===== config.mk =====
export PLATFORM = sky130hd
export DESIGN_NAME = ssm_master
export DESIGN_NICKNAME = d
export VERILOG_FILES = /design/src/rtl/ssm_pkg.sv /design/src/rtl/ssm_sync.sv /design/src/rtl/ssm_timer.sv /design/src/rtl/ssm_frame.sv /design/src/rtl/ssm_master.sv
export SDC_FILE = /design/constraint.sdc
export NUM_CORES = 1
export LEC_CHECK = 0
export ABC_AREA = 0
export BUFFER_PORTS_ARGS = -buffer_cell sky130_fd_sc_hd__buf_2
export CORE_ASPECT_RATIO = 0.5
export CORE_MARGIN = 2
export CORE_UTILIZATION = 55
export DETAILED_ROUTE_END_ITERATION = 10
export PLACE_DENSITY = 0.76
export SLEW_MARGIN = 20
export SYNTH_ARGS = -nofsm -noshare
export SYNTH_HDL_FRONTEND = slang
export SYNTH_SLANG_ARGS = --single-unit

===== constraint.sdc =====
create_clock -name clk -period 3.2 [get_ports clk]
set_input_delay 0 -clock clk [delete_from_list [all_inputs] [get_ports clk]]
set_output_delay 0 -clock clk [all_outputs]
set_load 0.02 [all_outputs]

===== src/rtl/ssm_pkg.sv =====
package ssm_pkg;
  typedef enum logic [2:0] {
    ST_IDLE,
    ST_POLL,
    ST_LOW,
    ST_HIGH,
    ST_FIN
  } ssm_state_t;
endpackage


===== src/rtl/ssm_sync.sv =====
module ssm_sync #(
  parameter int STAGES = 2
) (
  input  logic clk,
  input  logic rst_n,
  input  logic d_async,
  output logic q_sync
);
  logic [STAGES-1:0] chain;

  always_ff @(posedge clk or negedge rst_n) begin
    if (!rst_n) chain <= '0;
    else        chain <= {chain[STAGES-2:0], d_async};
  end

  assign q_sync = chain[STAGES-1];
endmodule


===== src/rtl/ssm_timer.sv =====
module ssm_timer #(
  parameter int TMR_W = 8
) (
  input  logic             clk,
  input  logic             rst_n,
  input  logic             load,
  input  logic [TMR_W-1:0] load_val,
  output logic             expired
);
  logic [TMR_W-1:0] cnt;

  always_ff @(posedge clk or negedge rst_n) begin
    if (!rst_n)          cnt <= '0;
    else if (load)       cnt <= load_val;
    else if (cnt != '0)  cnt <= cnt - 1'b1;
  end

  assign expired = (cnt == '0);
endmodule


===== src/rtl/ssm_frame.sv =====
module ssm_frame #(
  parameter int DATA_W = 32,
  parameter int IDX_W  = 3
) (
  input  logic              clk,
  input  logic              rst_n,
  input  logic              load,
  input  logic              load_write,
  input  logic [IDX_W-1:0]  load_index,
  input  logic [DATA_W-1:0] load_data,
  input  logic              shift,
  input  logic              capture,
  input  logic              cap_bit,
  output logic              head,
  output logic [DATA_W-1:0] rx_word
);
  localparam int FRAME_W = DATA_W + IDX_W + 1;

  logic [FRAME_W-1:0] tx_sr;

  always_ff @(posedge clk or negedge rst_n) begin
    if (!rst_n) begin
      tx_sr   <= '0;
      rx_word <= '0;
    end else if (load) begin
      if (load_write) tx_sr <= {load_data, load_index, 1'b1};
      else            tx_sr <= {load_index, 1'b0, {DATA_W{1'b0}}};
      rx_word <= '0;
    end else begin
      if (shift)   tx_sr   <= {tx_sr[FRAME_W-2:0], 1'b0};
      if (capture) rx_word <= {rx_word[DATA_W-2:0], cap_bit};
    end
  end

  assign head = tx_sr[FRAME_W-1];
endmodule


===== src/rtl/ssm_master.sv =====
module ssm_master #(
  parameter int HALF_CYC   = 1250,
  parameter int POLL_GAP   = 1250,
  parameter int POLL_TRIES = 40,
  parameter int IDX_W      = 3,
  parameter int DATA_W     = 32
) (
  input  logic              clk,
  input  logic              rst_n,
  input  logic              req_valid,
  output logic              req_ready,
  input  logic [IDX_W-1:0]  req_index,
  input  logic              req_write,
  input  logic [DATA_W-1:0] req_wdata,
  output logic              rsp_done,
  output logic              rsp_error,
  output logic [DATA_W-1:0] rsp_rdata,
  output logic              ser_clk,
  output logic              ser_en,
  output logic              ser_din,
  input  logic              ser_dout,
  input  logic              ser_rdy
);
  import ssm_pkg::*;

  localparam int ADDR_W  = IDX_W + 1;
  localparam int FRAME_W = DATA_W + ADDR_W;
  localparam int BIT_W   = $clog2(FRAME_W + 1);
  localparam int TRY_W   = $clog2(POLL_TRIES + 1);
  localparam int TMR_MAX = (HALF_CYC > POLL_GAP) ? HALF_CYC : POLL_GAP;
  localparam int TMR_W   = $clog2(TMR_MAX + 1);

  ssm_state_t       state;
  logic [BIT_W-1:0] bitn;
  logic [TRY_W-1:0] tries;
  logic             wr_q;
  logic             fail_q;

  logic             rdy_s;
  logic             tmr_zero;
  logic             tmr_load;
  logic [TMR_W-1:0] tmr_val;
  logic             head;
  logic [DATA_W-1:0] rx_word;

  logic accept, poll_hit, poll_miss, give_up, low_end, high_end, last_bit;
  logic do_shift, do_capture;
  logic [BIT_W-1:0] drop_idx;

  ssm_sync #(.STAGES(2)) u_sync (
    .clk(clk), .rst_n(rst_n), .d_async(ser_rdy), .q_sync(rdy_s)
  );

  ssm_timer #(.TMR_W(TMR_W)) u_timer (
    .clk(clk), .rst_n(rst_n), .load(tmr_load), .load_val(tmr_val),
    .expired(tmr_zero)
  );

  ssm_frame #(.DATA_W(DATA_W), .IDX_W(IDX_W)) u_frame (
    .clk(clk), .rst_n(rst_n), .load(accept), .load_write(req_write),
    .load_index(req_index), .load_data(req_wdata), .shift(do_shift),
    .capture(do_capture), .cap_bit(ser_dout), .head(head), .rx_word(rx_word)
  );

  assign req_ready = (state == ST_IDLE);

  always_comb begin
    accept     = (state == ST_IDLE) && req_valid;
    poll_hit   = (state == ST_POLL) && tmr_zero && rdy_s;
    poll_miss  = (state == ST_POLL) && tmr_zero && !rdy_s;
    give_up    = poll_miss && (tries == TRY_W'(POLL_TRIES - 1));
    low_end    = (state == ST_LOW) && tmr_zero;
    high_end   = (state == ST_HIGH) && tmr_zero;
    last_bit   = (bitn == BIT_W'(FRAME_W - 1));
    drop_idx   = wr_q ? BIT_W'(FRAME_W - 1) : BIT_W'(ADDR_W - 1);
    tmr_load   = accept || (poll_miss && !give_up) || poll_hit || low_end ||
                 (high_end && !last_bit);
    tmr_val    = (accept || poll_miss) ? TMR_W'(POLL_GAP - 1)
                                       : TMR_W'(HALF_CYC - 1);
    do_shift   = poll_hit || (high_end && !last_bit);
    do_capture = high_end && !wr_q && (bitn >= BIT_W'(ADDR_W));
  end

  always_ff @(posedge clk or negedge rst_n) begin
    if (!rst_n) begin
      state     <= ST_IDLE;
      bitn      <= '0;
      tries     <= '0;
      wr_q      <= 1'b0;
      fail_q    <= 1'b0;
      ser_clk   <= 1'b0;
      ser_en    <= 1'b0;
      ser_din   <= 1'b0;
      rsp_done  <= 1'b0;
      rsp_error <= 1'b0;
      rsp_rdata <= '0;
    end else begin
      rsp_done <= 1'b0;
      case (state)
        ST_IDLE: begin
          if (accept) begin
            wr_q   <= req_write;
            tries  <= '0;
            fail_q <= 1'b0;
            state  <= ST_POLL;
          end
        end
        ST_POLL: begin
          if (poll_hit) begin
            ser_en  <= 1'b1;
            ser_din <= head;
            bitn    <= '0;
            state   <= ST_LOW;
          end else if (give_up) begin
            fail_q <= 1'b1;
            state  <= ST_FIN;
          end else if (poll_miss) begin
            tries <= tries + 1'b1;
          end
        end
        ST_LOW: begin
          if (low_end) begin
            ser_clk <= 1'b1;
            state   <= ST_HIGH;
          end
        end
        ST_HIGH: begin
          if (high_end) begin
            ser_clk <= 1'b0;
            if (last_bit) begin
              state <= ST_FIN;
            end else begin
              bitn    <= bitn + 1'b1;
              ser_din <= head;
              if (bitn + 1'b1 == drop_idx) ser_en <= 1'b0;
              state   <= ST_LOW;
            end
          end
        end
        ST_FIN: begin
          rsp_done  <= 1'b1;
          rsp_error <= fail_q;
          ser_din   <= 1'b0;
          ser_en    <= 1'b0;
          if (!fail_q && !wr_q) rsp_rdata <= rx_word;
          state     <= ST_IDLE;
        end
        default: state <= ST_IDLE;
      endcase
    end
  end
endmodule


Word level (Yosys, flattened, before mapping). Cells that the tools add are included.

Input port bits: 41. Flip-flop bits (word level): 135. Output and inout bits: 38. Logic and storage cells: 119.

Muxes and demuxes: 41. Add/subtract/negate cells: 3. Reduce and logical (&&, ||, !) cells: 41. Order comparisons: 1. Equal/unequal tests: 18.

Operators with widths (count): 2-to-1 mux 36 bit (3); 2-to-1 mux 32 bit (2); 2-to-1 mux 6 bit (8); case mux 6 bit (2 select lines) (2); 2-to-1 mux 11 bit (2); 2-to-1 mux 3 bit (6); inequality test 2 bit, second input constant (8); AND reduction 4 bit (4); 2-to-1 mux 1 bit (13); adder 6 x 1 -> 6 bit, second input constant (2); == test 6 bit, second input constant (2); logical AND 1 bit (12); case mux 3 bit (4 select lines) (1); nonzero test 2 bit (6); logical NOT 11 bit (1); nonzero test 11 bit (1); subtractor 11 x 1 -> 11 bit, second input constant (1); AND reduction 5 bit (2); == test 3 x 2 -> 1 bit, second input constant (2); == test 6 bit (1); >= comparator 6 x 3 -> 1 bit, second input constant (1); case mux 1 bit (3 select lines) (2); logical NOT 1 bit (5); logical OR 1 bit (5); other kinds (9) (12).

Logic depth before layout (Yosys ltp).
Depth in word-level cells: 11. Mapped depth: 9. Mapped depth without buffers: 7.

Modules after synthesis. Synthesis repeated with hierarchy kept, for this count alone.

Cell total of the unflattened synthesis: 511. Area total of the unflattened synthesis: 6436.2 µm².

Modules (own cells, without submodules): ssm_frame (instances 1, cells an instance 230, seq. area each 1701.6 µm², area an instance 3103.0 µm²); ssm_master (instances 1, cells an instance 213, seq. area each 1351.3 µm², area an instance 2658.8 µm²); ssm_timer (instances 1, cells an instance 66, seq. area each 275.3 µm², area an instance 624.3 µm²); ssm_sync (instances 1, cells an instance 2, seq. area each 50.0 µm², area an instance 50.0 µm²).

Least setup slack after synthesis. OpenSTA, ideal clock, no wires.

Path kind: register -> register. From: reg u_timer.cnt[0]. To: reg bitn[4]. Arrival: 2760 ps. Buffers on the path: 1. Slack: 371 ps. Stages on the path, launching flop included: 9. Clock period less this slack: 2829 ps. Data required time: 3131 ps. Library setup time: 69 ps. Cells stage by stage: dfrtp_1 inv_1 ha_1 or4b_1 or4_4 or4_1 clkbuf_1 or4_1 nand3_1.

Cells in the longest elaborated chain, start to end: 5. Elaborated cells between the ends (all ways): 7. Those cells by class: 2 x eq/ne; 5 x reduce/logical.

Ends and longest elaborated chain: start: declaration (line ssm_timer.sv:10) `logic [TMR_W-1:0] cnt;`; start signal: assignment (line ssm_timer.sv:14) `else if (load) cnt <= load_val;`; start signal: assignment (line ssm_timer.sv:15) `else if (cnt != '0) cnt <= cnt - 1'b1;`; logical NOT 11 bit * (line ssm_timer.sv:18) `assign expired = (cnt == '0);`; logical AND 1 bit (2 in series) (line ssm_master.sv:69) `poll_hit = (state == ST_POLL) && tmr_zero && rdy_s;`; inequality test 2 bit (no source line); AND reduction 4 bit (no source line) *; end signal: assignment (line ssm_master.sv:133) `bitn <= bitn + 1'b1;`; end: declaration (line ssm_master.sv:34) `logic [BIT_W-1:0] bitn;`.

Every way passes the cells marked *; elsewhere a longest branch is shown, timed or not. A chain may end at the register's enable or synchronous reset.

Worst setup path in the final report.
From: reg u_timer.cnt[0]. To: reg u_frame.tx_sr[34].

Cells in the longest elaborated chain, start to end: 5. Elaborated cells between the ends (all ways): 7. Those cells by class: 7 x reduce/logical.

Ends and longest elaborated chain: logical NOT 11 bit * (line ssm_timer.sv:18); logical AND 1 bit (on tied branches) (line ssm_master.sv:69, ssm_master.sv:73); logical AND 1 bit (on tied branches) (line ssm_master.sv:69, ssm_master.sv:80); logical OR 1 bit * (line ssm_master.sv:80) `do_shift = poll_hit || (high_end && !last_bit);`; nonzero test 2 bit (no source line) *; end signal: assignment (line ssm_frame.sv:26) `if (load_write) tx_sr <= {load_data, load_index, 1'b1};`; end signal: assignment (line ssm_frame.sv:27) `else tx_sr <= {load_index, 1'b0, {DATA_W{1'b0}}};`; end signal: assignment (line ssm_frame.sv:30) `if (shift) tx_sr <= {tx_sr[FRAME_W-2:0], 1'b0};`; end: declaration (line ssm_frame.sv:19) `logic [FRAME_W-1:0] tx_sr;`.

Marked as above.

==> results_dict.tcl <==
set metrics [dict create \
    rows 26 \
    clk_path_buf_depth 2 \
    antenna_cells 0 \
    clk_latency_ns 0.42 \
    criticalPathCategory "register to register" \
    synth.distinct_cells 43 \
    crit_start "u_timer.cnt[0]" \
    endpoint "u_frame.tx_sr[34]" \
    hpwl_mm 7.980 \
    ys_ff_latch 135 \
    layout-drive-gt1-share_pct 22.39 \
    finalSetupViolCount 0 \
    seq_area_frac_synth_pct 56.51 \
    p_switching_mw 1.096 \
    cts_setup_buffers 0 \
    endpoint_kind "register" \
    cts_made_buffers 17 \
    synth_simple_gate_area_share_pct 24.47 \
    crit_chain "inv_1 > ha_1 > or4b_1 > or4_4 > or4_1 > buf_4 > nand3_1 > o221ai_1" \
    drt_iter0_drc 437 \
    slew_viol_final 0 \
    start_util_pct 57.61 \
    wl_mm 13.85 \
    irDropWorstVdd_mv 0.3502 \
    syn2layout_area_growth_pct 25.28 \
    worstPathRequired_ns 3.46 \
    tns_ns 0 \
    p_comb_share_pct 9.1 \
    synth-edff-count 0 \
    syn_area_per_cell_um2 9.721 \
    grt_pass1_vias 4799 \
    drc 0 \
    hold_viol 0 \
    grt_max_degree 94 \
    layout_min_cycle_time_ns 2.990 \
    skew_ns 0.008045 \
    grt_antenna_before_repair 0 \
    synth_fp_nets 662 \
    synthAdderAreaFrac_pct 1.256 \
    synthFlopType "dfrtp_1" \
    r2r_end "u_frame.tx_sr[34]" \
    die-area_um2 11770 \
    cpPeakStageDelay_ns 0.57 \
    power_density_nw_per_um2 557.4 \
    n_fill_cell 724 \
    max_cap_viol_count 0 \
    gp_congestion 0.8804 \
    rrSetupSlack_ns 0.21 \
    viasPerCell 5.680 \
    fin_nets 771 \
    path_clk_slew_ns 0.06 \
    crit_slowest_cell "or4_1" \
    cts_resized 0 \
    layout_commonest_cell "dfrtp_1" \
    p_clk_share_pct 43.5 \
    cts_hold_buf 38 \
    min_path_type "input port to register" \
    arrival_ns 3.25 \
    synth_top_family_by_area "simple AND/OR/NAND/NOR gates" \
    max_freq_mhz 334.4 \
    path_max_fanout 41 \
    dp_cells 807 \
    postRouteAntennaNets 0 \
    top_level_ports 79 \
    muxShareOfSynthArea_pct 7.221 \
    coreArea_um2 10380 \
    syn_area_um2 5978 \
    clock-sinks 135 \
    die_h_um 77.72 \
    wl_per_cell_um 15.79 \
    startpoint_type "register" \
    htreeDepth 4 \
    p_sw_share_pct 26.26 \
    num_vias 4981 \
    rsz0062_at_grt "no" \
    async_reset_ff_share_pct 100.0 \
    power_frac_seq_pct 47.4 \
    tightest_slew_ns 0.8256 \
    yosys.area_share.xor_xnor_pct 1.465 \
    grt_pass1_wl_mm 23.35 \
    synth_warnings 0 \
    firstDrtPassIters 6 \
    port_buffers 78 \
    cts_tree "done" \
    max-slew-margin-rel_pct 44.96 \
    r2r.worst_path.cells 8 \
    track_usage_pct 25.47 \
    status "completed" \
    fp.dieW_um 151.4 \
    leakagePower_nw 3.606 \
    instances_no_fill 877 \
    syn_inst 615 \
    synth_compound_area_share_pct 5.735 \
    p_int_mw 3.079 \
    grt_overflow 0 \
    clockRootBuffer "clkbuf_16" \
    layout_common_cells "dfrtp_1 (135), nand2_1 (131), nand3_1 (122)" \
    period_share_pct 93.45 \
    reg2reg_from "u_timer.cnt[0]" \
]
## synthesized netlist by cell type (all sizes together), types with 4 or more instances
cell	n	area, um^2
a21oi	20	100.1
a31oi	7	43.79
and3	4	25.02
buf	6	23.77
clkbuf	35	131.4
dfrtp	135	3378
ha	6	75.07
inv	12	45.04
mux2	33	371.6
mux2i	6	60.06
nand2	132	495.5
nand3	122	610.6
nor2	26	97.59
nor3	7	35.03
nor4	7	56.30
o21ai	11	55.05
or4	5	45.04
xnor2	8	70.07
## how the worst min path moves through the flow
stage / start / to / slack, ns / depth (start not counted)
finish: req_valid / u_timer.cnt[7] / 0.07 / 4
CTS: req_valid / u_timer.cnt[7] / 0.06 / 4
floorplan: rst_n / bitn[0] / -0.30 / 0
global placement: ser_rdy / u_sync.chain[0] / 0.11 / 1
detailed placement: ser_rdy / u_sync.chain[0] / 0.11 / 1
global route: req_valid / u_timer.cnt[5] / 0.10 / 4
## flip-flops by register name, indices dropped and copies added, names as in the netlist
register and cells:
u_timer.cnt 11, ser_clk 1, wr_q 1, fail_q 1, bitn 6, rsp_rdata 32
rsp_done 1, state 3, u_frame.rx_word 32, ser_din 1, tries 6, rsp_error 1
ser_en 1, u_frame.tx_sr 36, u_sync.chain 2
## cell families after synthesis
family,Yosys count
compound gates,55
simple gates,317
mux,39
flops,135
fa+ha+maj,6
xor+xnor,10
buf+inv,53
## power groups by stage
| stage | sequential, mW | combinational [mW] | clock, mW |
|---|---|---|---|
| 3_5_place_dp | 2.00 | 0.339 | 0 |
| 4_1_cts | 1.98 | 0.377 | 1.83 |
| 5_1_grt | 2.00 | 0.427 | 1.92 |
| 2_1_floorplan | 1.97 | 0.231 | 0 |
| 3_3_place_gp | 2.00 | 0.321 | 0 |
| 6_report | 1.98 | 0.378 | 1.82 |
## worst max-delay path, delay by kind of cell (launching register included)
| kind | cells | cell delay (ns) |
|---|---|---|
| compound gates | 1 | 0.13 |
| fa+ha+maj | 1 | 0.21 |
| buf+inv | 2 | 0.44 |
| flops | 1 | 0.37 |
| simple gates | 4 | 1.67 |
## area by class of cell
cell class	count	area [um^2]	share of cell area, %
clock inverter	12	96.34	1.286
sequential	135	3378	45.11
multi-input combinational	427	2424	32.36
clock buffer	20	456.7	6.098
timing repair buffer	131	914.6	12.21
inverter	12	45.04	0.6014
tap	140	175.2	2.339
## per-layer routing
metal | up-vias | share of wire [%] | track usage, %
met2 | 214 | 48 | 40.95
met1 | 2404 | 44 | 33.48
met5 | - | 0 | 0
met4 | 0 | 1.4 | 7.850
li1 | 2339 | - | -
met3 | 24 | 6.6 | 7.706
## metrics by stage
| step | utilization [%] | cell area, um^2 | power, mW | hold slack, ns | setup slack [ns] |
|---|---|---|---|---|---|
| after floorplan | - | 5978 | 2.197 | -0.2956 | 0.3713 |
| after global placement | 63.18 | 6556 | 2.317 | 0.1077 | 0.3114 |
| after detailed placement | 63.18 | 6556 | 2.339 | 0.1117 | 0.2417 |
| after CTS | 72.17 | 7490 | 4.184 | 0.06130 | 0.2106 |
| after global routing | 72.17 | 7490 | 4.346 | 0.1021 | 0.04346 |
| final | 72.17 | 7490 | 4.175 | 0.07035 | 0.2095 |
Power figures use the tool's default switching activity.
